`src/rtl/ep_stat_pkg.sv`:
```
package ep_stat_pkg;

    localparam int EP_COUNT = 8;

    typedef struct packed {
        logic is_tx;
        logic dual;
        logic iso;
    } ep_cfg_t;

    typedef struct packed {
        logic host_rx;
        logic host_tx;
        logic cpu_rd;
        logic cpu_wr;
    } ep_evt_t;

    typedef struct packed {
        logic [1:0] full;     // [0] slot A, [1] slot B
        logic       usb_ptr;  // 0 = A, 1 = B
        logic       cpu_ptr;
    } ep_state_t;

    localparam logic PTR_A = 1'b0;

    // frame indicator step for isochronous endpoints
    function automatic logic [1:0] iso_advance(input logic [1:0] cur);
        return (cur == 2'b00) ? 2'b01 : {cur[0], cur[1]};
    endfunction

endpackage

```
`src/rtl/ep_slot_tracker.sv`:
```
module ep_slot_tracker
    import ep_stat_pkg::*;
#(
    parameter bit HAS_B = 1'b1
) (
    input  logic       clk,
    input  logic       rst,
    input  ep_cfg_t    cfg,
    input  ep_evt_t    evt,
    input  logic       sof,
    output logic [1:0] slots,
    output logic       irq_raw
);

    ep_state_t st_q, st_d;
    logic dual_on, iso_on;
    logic set_req, clr_req, set_ptr, clr_ptr;
    logic set_ok, clr_ok, usb_ok, cpu_ok;
    logic [1:0] mid;

    assign dual_on = HAS_B && cfg.dual;
    assign iso_on  = dual_on && cfg.iso;

    always_comb begin
        set_req = cfg.is_tx ? evt.cpu_wr  : evt.host_rx;
        clr_req = cfg.is_tx ? evt.host_tx : evt.cpu_rd;
        set_ptr = dual_on ? (cfg.is_tx ? st_q.cpu_ptr : st_q.usb_ptr) : PTR_A;
        clr_ptr = dual_on ? (cfg.is_tx ? st_q.usb_ptr : st_q.cpu_ptr) : PTR_A;

        // completing side drains first, then the filling side
        mid    = st_q.full;
        clr_ok = 1'b0;
        set_ok = 1'b0;
        if (!iso_on && clr_req && st_q.full[clr_ptr]) begin
            clr_ok       = 1'b1;
            mid[clr_ptr] = 1'b0;
        end
        st_d.full = mid;
        if (!iso_on && set_req && !mid[set_ptr]) begin
            set_ok             = 1'b1;
            st_d.full[set_ptr] = 1'b1;
        end
        if (iso_on && sof) begin
            st_d.full = iso_advance(st_q.full);
        end
        if (!dual_on) begin
            st_d.full[1] = 1'b0;
        end

        usb_ok = cfg.is_tx ? clr_ok : set_ok;
        cpu_ok = cfg.is_tx ? set_ok : clr_ok;
        st_d.usb_ptr = dual_on ? (st_q.usb_ptr ^ usb_ok) : PTR_A;
        st_d.cpu_ptr = dual_on ? (st_q.cpu_ptr ^ cpu_ok) : PTR_A;

        if (cfg.is_tx) begin
            irq_raw = clr_ok && !(set_ok && (set_ptr == clr_ptr));
        end else begin
            irq_raw = set_ok;
        end
    end

    always_ff @(posedge clk) begin
        if (rst) begin
            st_q <= '{full: 2'b00, usb_ptr: PTR_A, cpu_ptr: PTR_A};
        end else begin
            st_q <= st_d;
        end
    end

    assign slots = st_q.full;

endmodule

```
`src/rtl/ep_irq_stage.sv`:
```
module ep_irq_stage #(
    parameter int NUM_EP = 8
) (
    input  logic              clk,
    input  logic              rst,
    input  logic [NUM_EP-1:0] raw,
    input  logic [NUM_EP-1:0] en,
    output logic [NUM_EP-1:0] pulse
);

    always_ff @(posedge clk) begin
        if (rst) begin
            pulse <= '0;
        end else begin
            pulse <= raw & en;
        end
    end

endmodule

```
`src/rtl/ep_buf_status.sv`:
```
module ep_buf_status
    import ep_stat_pkg::*;
#(
    parameter int NUM_EP = EP_COUNT,
    parameter int REG_W  = 8
) (
    input  logic              clk,
    input  logic              rst,
    input  logic [NUM_EP-1:0] cfg_is_tx,
    input  logic [NUM_EP-1:0] cfg_dual,
    input  logic [NUM_EP-1:0] cfg_iso,
    input  logic [NUM_EP-1:0] irq_en,
    input  logic [NUM_EP-1:0] ev_host_rx,
    input  logic [NUM_EP-1:0] ev_host_tx,
    input  logic [NUM_EP-1:0] ev_cpu_rd,
    input  logic [NUM_EP-1:0] ev_cpu_wr,
    input  logic              sof,
    output logic [REG_W-1:0]  stat_lo,
    output logic [REG_W-1:0]  stat_hi,
    output logic [NUM_EP-1:0] irq
);

    localparam int FLAT_W = 2 * NUM_EP;

    logic [FLAT_W-1:0] slot_flat;
    logic [NUM_EP-1:0] irq_raw;

    for (genvar e = 0; e < NUM_EP; e++) begin : g_ep
        ep_cfg_t ecfg;
        ep_evt_t eevt;
        assign ecfg = '{is_tx: cfg_is_tx[e], dual: cfg_dual[e], iso: cfg_iso[e]};
        assign eevt = '{host_rx: ev_host_rx[e], host_tx: ev_host_tx[e],
                        cpu_rd: ev_cpu_rd[e], cpu_wr: ev_cpu_wr[e]};

        ep_slot_tracker #(
            .HAS_B (e != 0)
        ) u_trk (
            .clk     (clk),
            .rst     (rst),
            .cfg     (ecfg),
            .evt     (eevt),
            .sof     (sof),
            .slots   (slot_flat[2*e+1:2*e]),
            .irq_raw (irq_raw[e])
        );
    end

    ep_irq_stage #(
        .NUM_EP (NUM_EP)
    ) u_irq (
        .clk   (clk),
        .rst   (rst),
        .raw   (irq_raw),
        .en    (irq_en),
        .pulse (irq)
    );

    assign stat_lo = slot_flat[REG_W-1:0];
    assign stat_hi = slot_flat[2*REG_W-1:REG_W];

endmodule

```
`config.mk`:
```
export PLATFORM = sky130hd
export DESIGN_NAME = ep_buf_status
export DESIGN_NICKNAME = d
export VERILOG_FILES = /design/src/rtl/ep_stat_pkg.sv /design/src/rtl/ep_slot_tracker.sv /design/src/rtl/ep_irq_stage.sv /design/src/rtl/ep_buf_status.sv
export SDC_FILE = /design/constraint.sdc
export NUM_CORES = 1
export LEC_CHECK = 0
export ABC_AREA = 1
export BUFFER_PORTS_ARGS = -buffer_cell sky130_fd_sc_hd__buf_2
export CORE_MARGIN = 3
export CORE_UTILIZATION = 31
export DETAILED_ROUTE_END_ITERATION = 7
export MAX_ROUTING_LAYER = met4
export SLEW_MARGIN = 20
export SYNTH_ARGS = -nofsm -noshare
export SYNTH_HDL_FRONTEND = slang
export SYNTH_HIERARCHICAL = 1
export SYNTH_SLANG_ARGS = --single-unit
```
`constraint.sdc`:
```
create_clock -name clk -period 2 [get_ports clk]
set_clock_uncertainty 0.2 [all_clocks]
set_input_delay 0.2 -clock clk [delete_from_list [all_inputs] [get_ports clk]]
set_output_delay 0.2 -clock clk [all_outputs]
set_load 0.02 [all_outputs]
```
After elaboration in Yosys (flattened, before gate mapping)
Index checks and enable logic that the tools add are counted.
{"block": "classes", "muxes": 168, "n_reduce_logical": 110, "magnitude_cmp": 28, "n_eq_ne": 7, "bitwise_logic": 43}
{"cell": "1-bit 2-to-1 mux", "n": 126}
{"cell": "1-bit logical AND", "n": 73}
{"cell": "2-bit 2-to-1 mux", "n": 28}
{"cell": "1-bit by 2-bit < comparator with 1-bit output, second input constant", "n": 14}
{"cell": "1-bit logical NOT", "n": 23}
{"cell": "2-bit bitwise AND", "n": 7}
{"cell": "1-bit demux with 1-bit select", "n": 14}
{"cell": "1-bit >= comparator, second input constant", "n": 14}
{"cell": "2-bit logical NOT", "n": 7}
{"cell": "2-bit NOT", "n": 7}
{"cell": "2-bit bitwise OR", "n": 7}
{"cell": "2-bit OR reduction", "n": 7}
{"cell": "1-bit bitwise XOR", "n": 14}
{"cell": "8-bit bitwise AND", "n": 1}
{"cell": "1-bit equality test", "n": 7}
{"cell": "1-bit NOT", "n": 7}
{"block": "word_totals", "input_bits": 67, "out_inout_bits": 24, "register_bits": 37, "word_cells": 386}

Depth between registers and ports, before layout
{"block": "logic_depth", "ltp_word": 19, "mapped_depth": 12, "depth_no_buf": 12}

By module
Netlist, hierarchy kept.
{"module": "ep_slot_tracker at g_ep[2].u_trk ...", "n_inst": 5, "area_per_inst_um2": 404.1, "seq_area_each_um2": 80.1, "cells_per_inst": 68}
{"module": "ep_slot_tracker at g_ep[1].u_trk ...", "n_inst": 2, "area_per_inst_um2": 406.6, "seq_area_each_um2": 80.1, "cells_per_inst": 66}
{"module": "ep_irq_stage", "n_inst": 1, "area_per_inst_um2": 231.5, "seq_area_each_um2": 160.2, "cells_per_inst": 25}
{"module": "ep_slot_tracker at g_ep[0].u_trk", "n_inst": 1, "area_per_inst_um2": 106.4, "seq_area_each_um2": 20.0, "cells_per_inst": 18}

Worst setup path after synthesis
OpenSTA, ideal clock, no wires.
{"block": "synth_timing", "kind": "reg2reg", "startpoint": "register g_ep[1].u_trk/st_q[1] in the netlist's numbering", "endpoint": "register u_irq.pulse[1]", "setup_ns": 0.111, "synth_period_minus_slack_ns": 1.466, "t_arrival_ns": 1.155, "stages_incl_launch_ff": 12, "required_ns": 1.689, "path_buffers": 0, "setup_slack_ns": 0.534, "cell_sequence": "dfxtp_1 inv_1 nand2_1 nand2_1 nor2_2 nand2_1 nand2_1 nand2_1 a21oi_1 a21oi_2 nand2_1 nor2_1"}
{"block": "synth_via", "elab_chain_cells": 19, "elab_cells_between_ends": 27, "cone_classes": "order compare: 2; eq/ne: 1; mux: 14; bitwise: 3; reduce/logical: 7"}
{"element": "start, declared", "line": "ep_slot_tracker.sv:15", "text": "ep_state_t st_q, st_d;"}
{"element": "start signal, assigned", "line": "ep_slot_tracker.sv:64", "text": "st_q <= '{full: 2'b00, usb_ptr: PTR_A, cpu_ptr: PTR_A};"}
{"element": "start signal, assigned", "line": "ep_slot_tracker.sv:66", "text": "st_q <= st_d;"}
{"element": "1-bit 2-to-1 mux (2 in series)", "line": "ep_slot_tracker.sv:28", "text": "clr_ptr = dual_on ? (cfg.is_tx ? st_q.usb_ptr : st_q.cpu_ptr) : PTR_A;"}
{"element": "1-bit by 2-bit < comparator with 1-bit output (not written as such) or 1-bit >= comparator (tied branches)", "line": "ep_slot_tracker.sv:36", "text": "mid[clr_ptr] = 1'b0;"}
{"element": "1-bit logical AND (not written as such)", "line": "ep_slot_tracker.sv:36"}
{"element": "1-bit 2-to-1 mux (not written as such)", "line": "ep_slot_tracker.sv:36"}
{"element": "1-bit demux with 1-bit select"}
{"element": "2-bit NOT (no source line)"}
{"element": "2-bit bitwise AND (no source line)"}
{"element": "2-bit 2-to-1 mux", "line": "ep_slot_tracker.sv:34", "text": "if (!iso_on && clr_req && st_q.full[clr_ptr]) begin"}
{"element": "[3 not listed]"}
{"element": "1-bit logical AND", "line": "ep_slot_tracker.sv:39", "text": "if (!iso_on && set_req && !mid[set_ptr]) begin"}
{"element": "1-bit 2-to-1 mux", "line": "ep_slot_tracker.sv:39"}
{"element": "1-bit logical AND", "line": "ep_slot_tracker.sv:56", "text": "irq_raw = clr_ok && !(set_ok && (set_ptr == clr_ptr));"}
{"element": "1-bit logical NOT", "line": "ep_slot_tracker.sv:56"}
{"element": "1-bit logical AND", "line": "ep_slot_tracker.sv:56"}
{"element": "1-bit 2-to-1 mux *", "line": "ep_slot_tracker.sv:55", "text": "if (cfg.is_tx) begin"}
{"element": "named net irq_raw[1]", "line": "ep_buf_status.sv:26", "text": "logic [NUM_EP-1:0] irq_raw;"}
{"element": "8-bit bitwise AND *", "line": "ep_irq_stage.sv:15", "text": "pulse <= raw & en;"}
{"element": "end signal, assigned", "line": "ep_irq_stage.sv:15"}
{"element": "end, declared", "line": "ep_irq_stage.sv:8", "text": "output logic [NUM_EP-1:0] pulse"}
The timed path passes the listed nets; every way through them passes the cells marked *. The select of a mux whose other input is x is not followed.
A chain may end at the register's enable or synchronous reset.

Worst setup path after layout
Ends and elaborated chain as after synthesis.

==> run summary <==
The flow ran to the end, and the final reports show no timing, DRC or antenna violations. The sum of negative setup slack came out at 0 ps. Among all flip-flop cells after synthesis, the most frequent one is sky130_fd_sc_hd__dfxtp_1. The remaining number of nets flagged by the antenna check after routing came out at 0. The number of clock sinks came out at 37. The net count after synthesis came out at 582. The overall power consumption came out at 2150 µW.

The synthesized area per cell is 6.16 µm². The number of flip-flops and latches in the synthesized netlist came out at 37. For this block, the initial DRC count from the detailed router was 160. The max capacitance violation total came out at 0. The global-route wire length before repair is 13.0 mm. The first-pass detailed-route iteration total came out at 4. The count of buffers inserted at the top-level ports is 87. The share of the synthesized area in compound gates (AO/OA/AOI/OAI) is 13.4%.

STA puts the critical path data required time at 2030 ps. Among all stages on the critical path, the largest delay is contributed by sky130_fd_sc_hd__dfxtp_1. The area of the placeable core came out at 9860 µm².

The worst reg-to-reg setup slack came out at 360 ps. STA classifies the critical path startpoint as a flop. Setup repair after global routing left no endpoint under its margin.

The clock slew seen by the registers of the worst setup and hold paths is 70 ps. The min-delay analysis places its worst path in the category primary input to flop. The initial core utilization is 32.2%. The final routed wire length divided by cell count came out at 10.4 µm.

In this run the clock root is driven by a sky130_fd_sc_hd__clkbuf_8. TritonCTS built the clock tree. The initialized floorplan defines 36 standard-cell rows. The cell type contributing the most total cell area after synthesis is sky130_fd_sc_hd__dfxtp_1. Clock tree synthesis inserted a total of 5 buffers. Routability-driven placement finished with a final weighted congestion of 0.924. STA classifies the critical path endpoint as a flop. The die outline area came out at 11,500 µm². The maximum vdd drop is 0.247 mV.

The total global routing track utilization came out at 13.9%. The vertical die dimension came out at 107 µm. At the later pin of the worst-skew pair, clock insertion delay measures 290 ps. Cells fill 38.4% of the core in the end.

The cell type group with the largest total delay on the critical path is simple AND/OR/NAND/NOR gates. Counting every instance in the synthesized netlist gives 515. Tracing the worst setup path back leads to its startpoint at g_ep[1].u_trk/st_q[1]$_SDFF_PP0_. The number of nets in the finished design is 663.

Yosys printed 6 warnings. The number of pins with negative max-slew slack in the final report came out at 0. The proportion of layout cells with a drive suffix above 1 came out at 31.8%.

The maximum number of pins on one net before global-route repair is 20. The number of antenna violations at the first check in global routing was 0. The antenna diode count came out at 0. On the worst path, the slowest cell contributes a delay of 390 ps.

The data arrival time of the critical path is 1670 ps. Sequential elements use 23.4% of the synthesized area. The horizontal extent of the die is 107 µm.

Post-CTS repair changed the size of 0 cells. Detailed placement ended at an HPWL of 6.10 mm. In this design, the critical path's most frequently occurring cell is sky130_fd_sc_hd__nand2_1. The top fanout value on the critical path came out at 4. The share of the clock period used by the worst path is 81.9%. The xor/xnor share of the synthesized area is 1.93%. Yosys attributes the largest share of cell area to sky130_fd_sc_hd__dfxtp_1 (23%), sky130_fd_sc_hd__nand2_1 (15%), sky130_fd_sc_hd__nor2_1 (8.9%). The number of vias per cell after detailed routing came out at 4.58. The achievable frequency is 610 MHz.

After synthesis, the largest family of logic cells by area is simple AND/OR/NAND/NOR gates. The final hold slack is 25.2 ps. In the post-synthesis netlist, the cell with the most instances is sky130_fd_sc_hd__nand2_1. The maximum clock path buffer count came out at 2. For this run, design rule violations remaining after detail routing come to 0. The area of the mapped netlist is 3170 µm². The count of boundary I/O pins is 91.

The ratio of total power to cell area came out at 567 nW/µm². The startpoint of the most critical hold path is ev_host_tx[0]. The post-layout minimum cycle time came out at 1640 ps. The count of endpoints failing setup in the final report is 0. The mux cell area share after synthesis is 0%. The area share of the leading cell type in the synthesized netlist came out at 23.4%.

The async set-or-reset flop fraction in the synthesized netlist came out at 0%. Of the total synthesized cell area, the portion taken by full adders, half adders and majority gates is 0%. The final hold violation count is 0. The number of library cell types mapped by synthesis came out at 22. The commonest cells after synthesis are sky130_fd_sc_hd__nand2_1 (128), sky130_fd_sc_hd__nor2_1 (75), sky130_fd_sc_hd__nand3_1 (49).

The CTS H-tree depth came out at 2. The signal on the critical path passes through inv_1, nand2_1, nand2_1, nor2_2, nand2_1, nand2_1, nand2_1, nand3_2, nand2_1, a21oi_2, nand2_1, nor2_1. The via count of the first global-routing pass is 3,030.

The routed via count is 3,341. The startpoint identified for the worst register-to-register timing path is g_ep[1].u_trk/st_q[1]$_SDFF_PP0_. The wire length after detailed routing came out at 7.63 mm. The global-route congestion overflow total is 0. The class of the most critical setup path is flop to flop. The count of buffer and inverter cells on the critical path is 1. Yosys mapped a number of flops with a built-in enable equal to 0. The leakage power summed over all cells came out at 0.00183 µW.

The fraction of the mapped netlist area in simple logic gates is 49.3%. Compared with the post-synthesis result, the final layout area differs by 19.3%.
per-stage QoR:
step	instance area, µm²	setup slack [ps]	std cells
floorplan	3170	534	515
global placement	3580	344	713
detailed placement	3580	310	713
CTS	3780	334	730
global route	3780	154	730
finish	3780	361	730
cells in the final DEF (no fill, tap or decap):
master and instances:
sky130_fd_sc_hd__a21oi_1 31, sky130_fd_sc_hd__o21ai_0 12, sky130_fd_sc_hd__xor2_1 7, sky130_fd_sc_hd__nor2_1 75
sky130_fd_sc_hd__nand3_2 15, sky130_fd_sc_hd__nand2_2 25, sky130_fd_sc_hd__buf_4 1, sky130_fd_sc_hd__inv_6 2
sky130_fd_sc_hd__nand2_1 128, sky130_fd_sc_hd__bufinv_16 1, sky130_fd_sc_hd__clkbuf_1 1, sky130_fd_sc_hd__dlygate4sd3_1 9
sky130_fd_sc_hd__a211oi_1 7, sky130_fd_sc_hd__nand3_1 49, sky130_fd_sc_hd__nor2_2 38, sky130_fd_sc_hd__or2_0 2
sky130_fd_sc_hd__a21oi_2 7, sky130_fd_sc_hd__a21boi_0 7, sky130_fd_sc_hd__buf_2 87, sky130_fd_sc_hd__o21ai_2 2
sky130_fd_sc_hd__clkbuf_8 6, sky130_fd_sc_hd__conb_1 1, sky130_fd_sc_hd__inv_1 36, sky130_fd_sc_hd__dfxtp_1 37
sky130_fd_sc_hd__o21ai_1 5, sky130_fd_sc_hd__inv_2 6
logic make-up after synthesis:
family,after synthesis
other cells,1
buf+inv,67
compound gates,71
flops,37
xor+xnor,7
simple gates,332
worst paths after layout:
| path | end | depth (start not counted) |
|---|---|---|
| worst min register to register | g_ep[0].u_trk/slots[0]$_SDFF_PP0_ | 2 |
| worst max register to register | u_irq/pulse[1]$_SDFF_PP0_ | 12 |
| worst max-delay path | u_irq/pulse[1]$_SDFF_PP0_ | 12 |
| worst min-delay path | g_ep[0].u_trk/slots[0]$_SDFF_PP0_ | 4 |
state kept, by name, summed over array words and instances, names as in the netlist:
signal and count:
g_ep.u_trk/slots 15, g_ep.u_trk/st_q 14, u_irq/pulse 8
worst reg2reg max path, delay by kind of cell (launching register included):
| family | cells | cell delay, ps |
|---|---|---|
| AO/OA/AOI/OAI | 1 | 100 |
| buffers and inverters | 1 | 60 |
| flip-flops | 1 | 390 |
| AND/OR/NAND/NOR | 10 | 840 |
per-layer routing:
| metal | share of wire [%] | GRT usage (%) | vias to the layer above |
|---|---|---|---|
| met4 | 0.69 | 2.74 | 0 |
| li1 | - | - | 1792 |
| met3 | 4.3 | 2.23 | 6 |
| met5 | 0 | - | - |
| met2 | 48 | 23.9 | 63 |
| met1 | 47 | 17.1 | 1480 |
repair_timing:
item | 4_1_cts | 5_1_grt
hold buffers | 9 | 0
endpoints found under the hold margin | 9 | 0
setup buffers | 0 | 0
final cells by class:
class                      count  area (µm²)
tap                          133         166
clock buffer                   7        86.3
inverter                      44         175
fill                        1045        6080
multi-input combinational    411        2050
sequential                    37         741
timing repair buffer          97         533
clock inverter                 1        30.0
where the power goes:
group	internal [µW]	switching (µW)
combinational	250	394
clock	407	269
sequential	780	46.7
No activity file was read; power rests on OpenSTA's default activity.
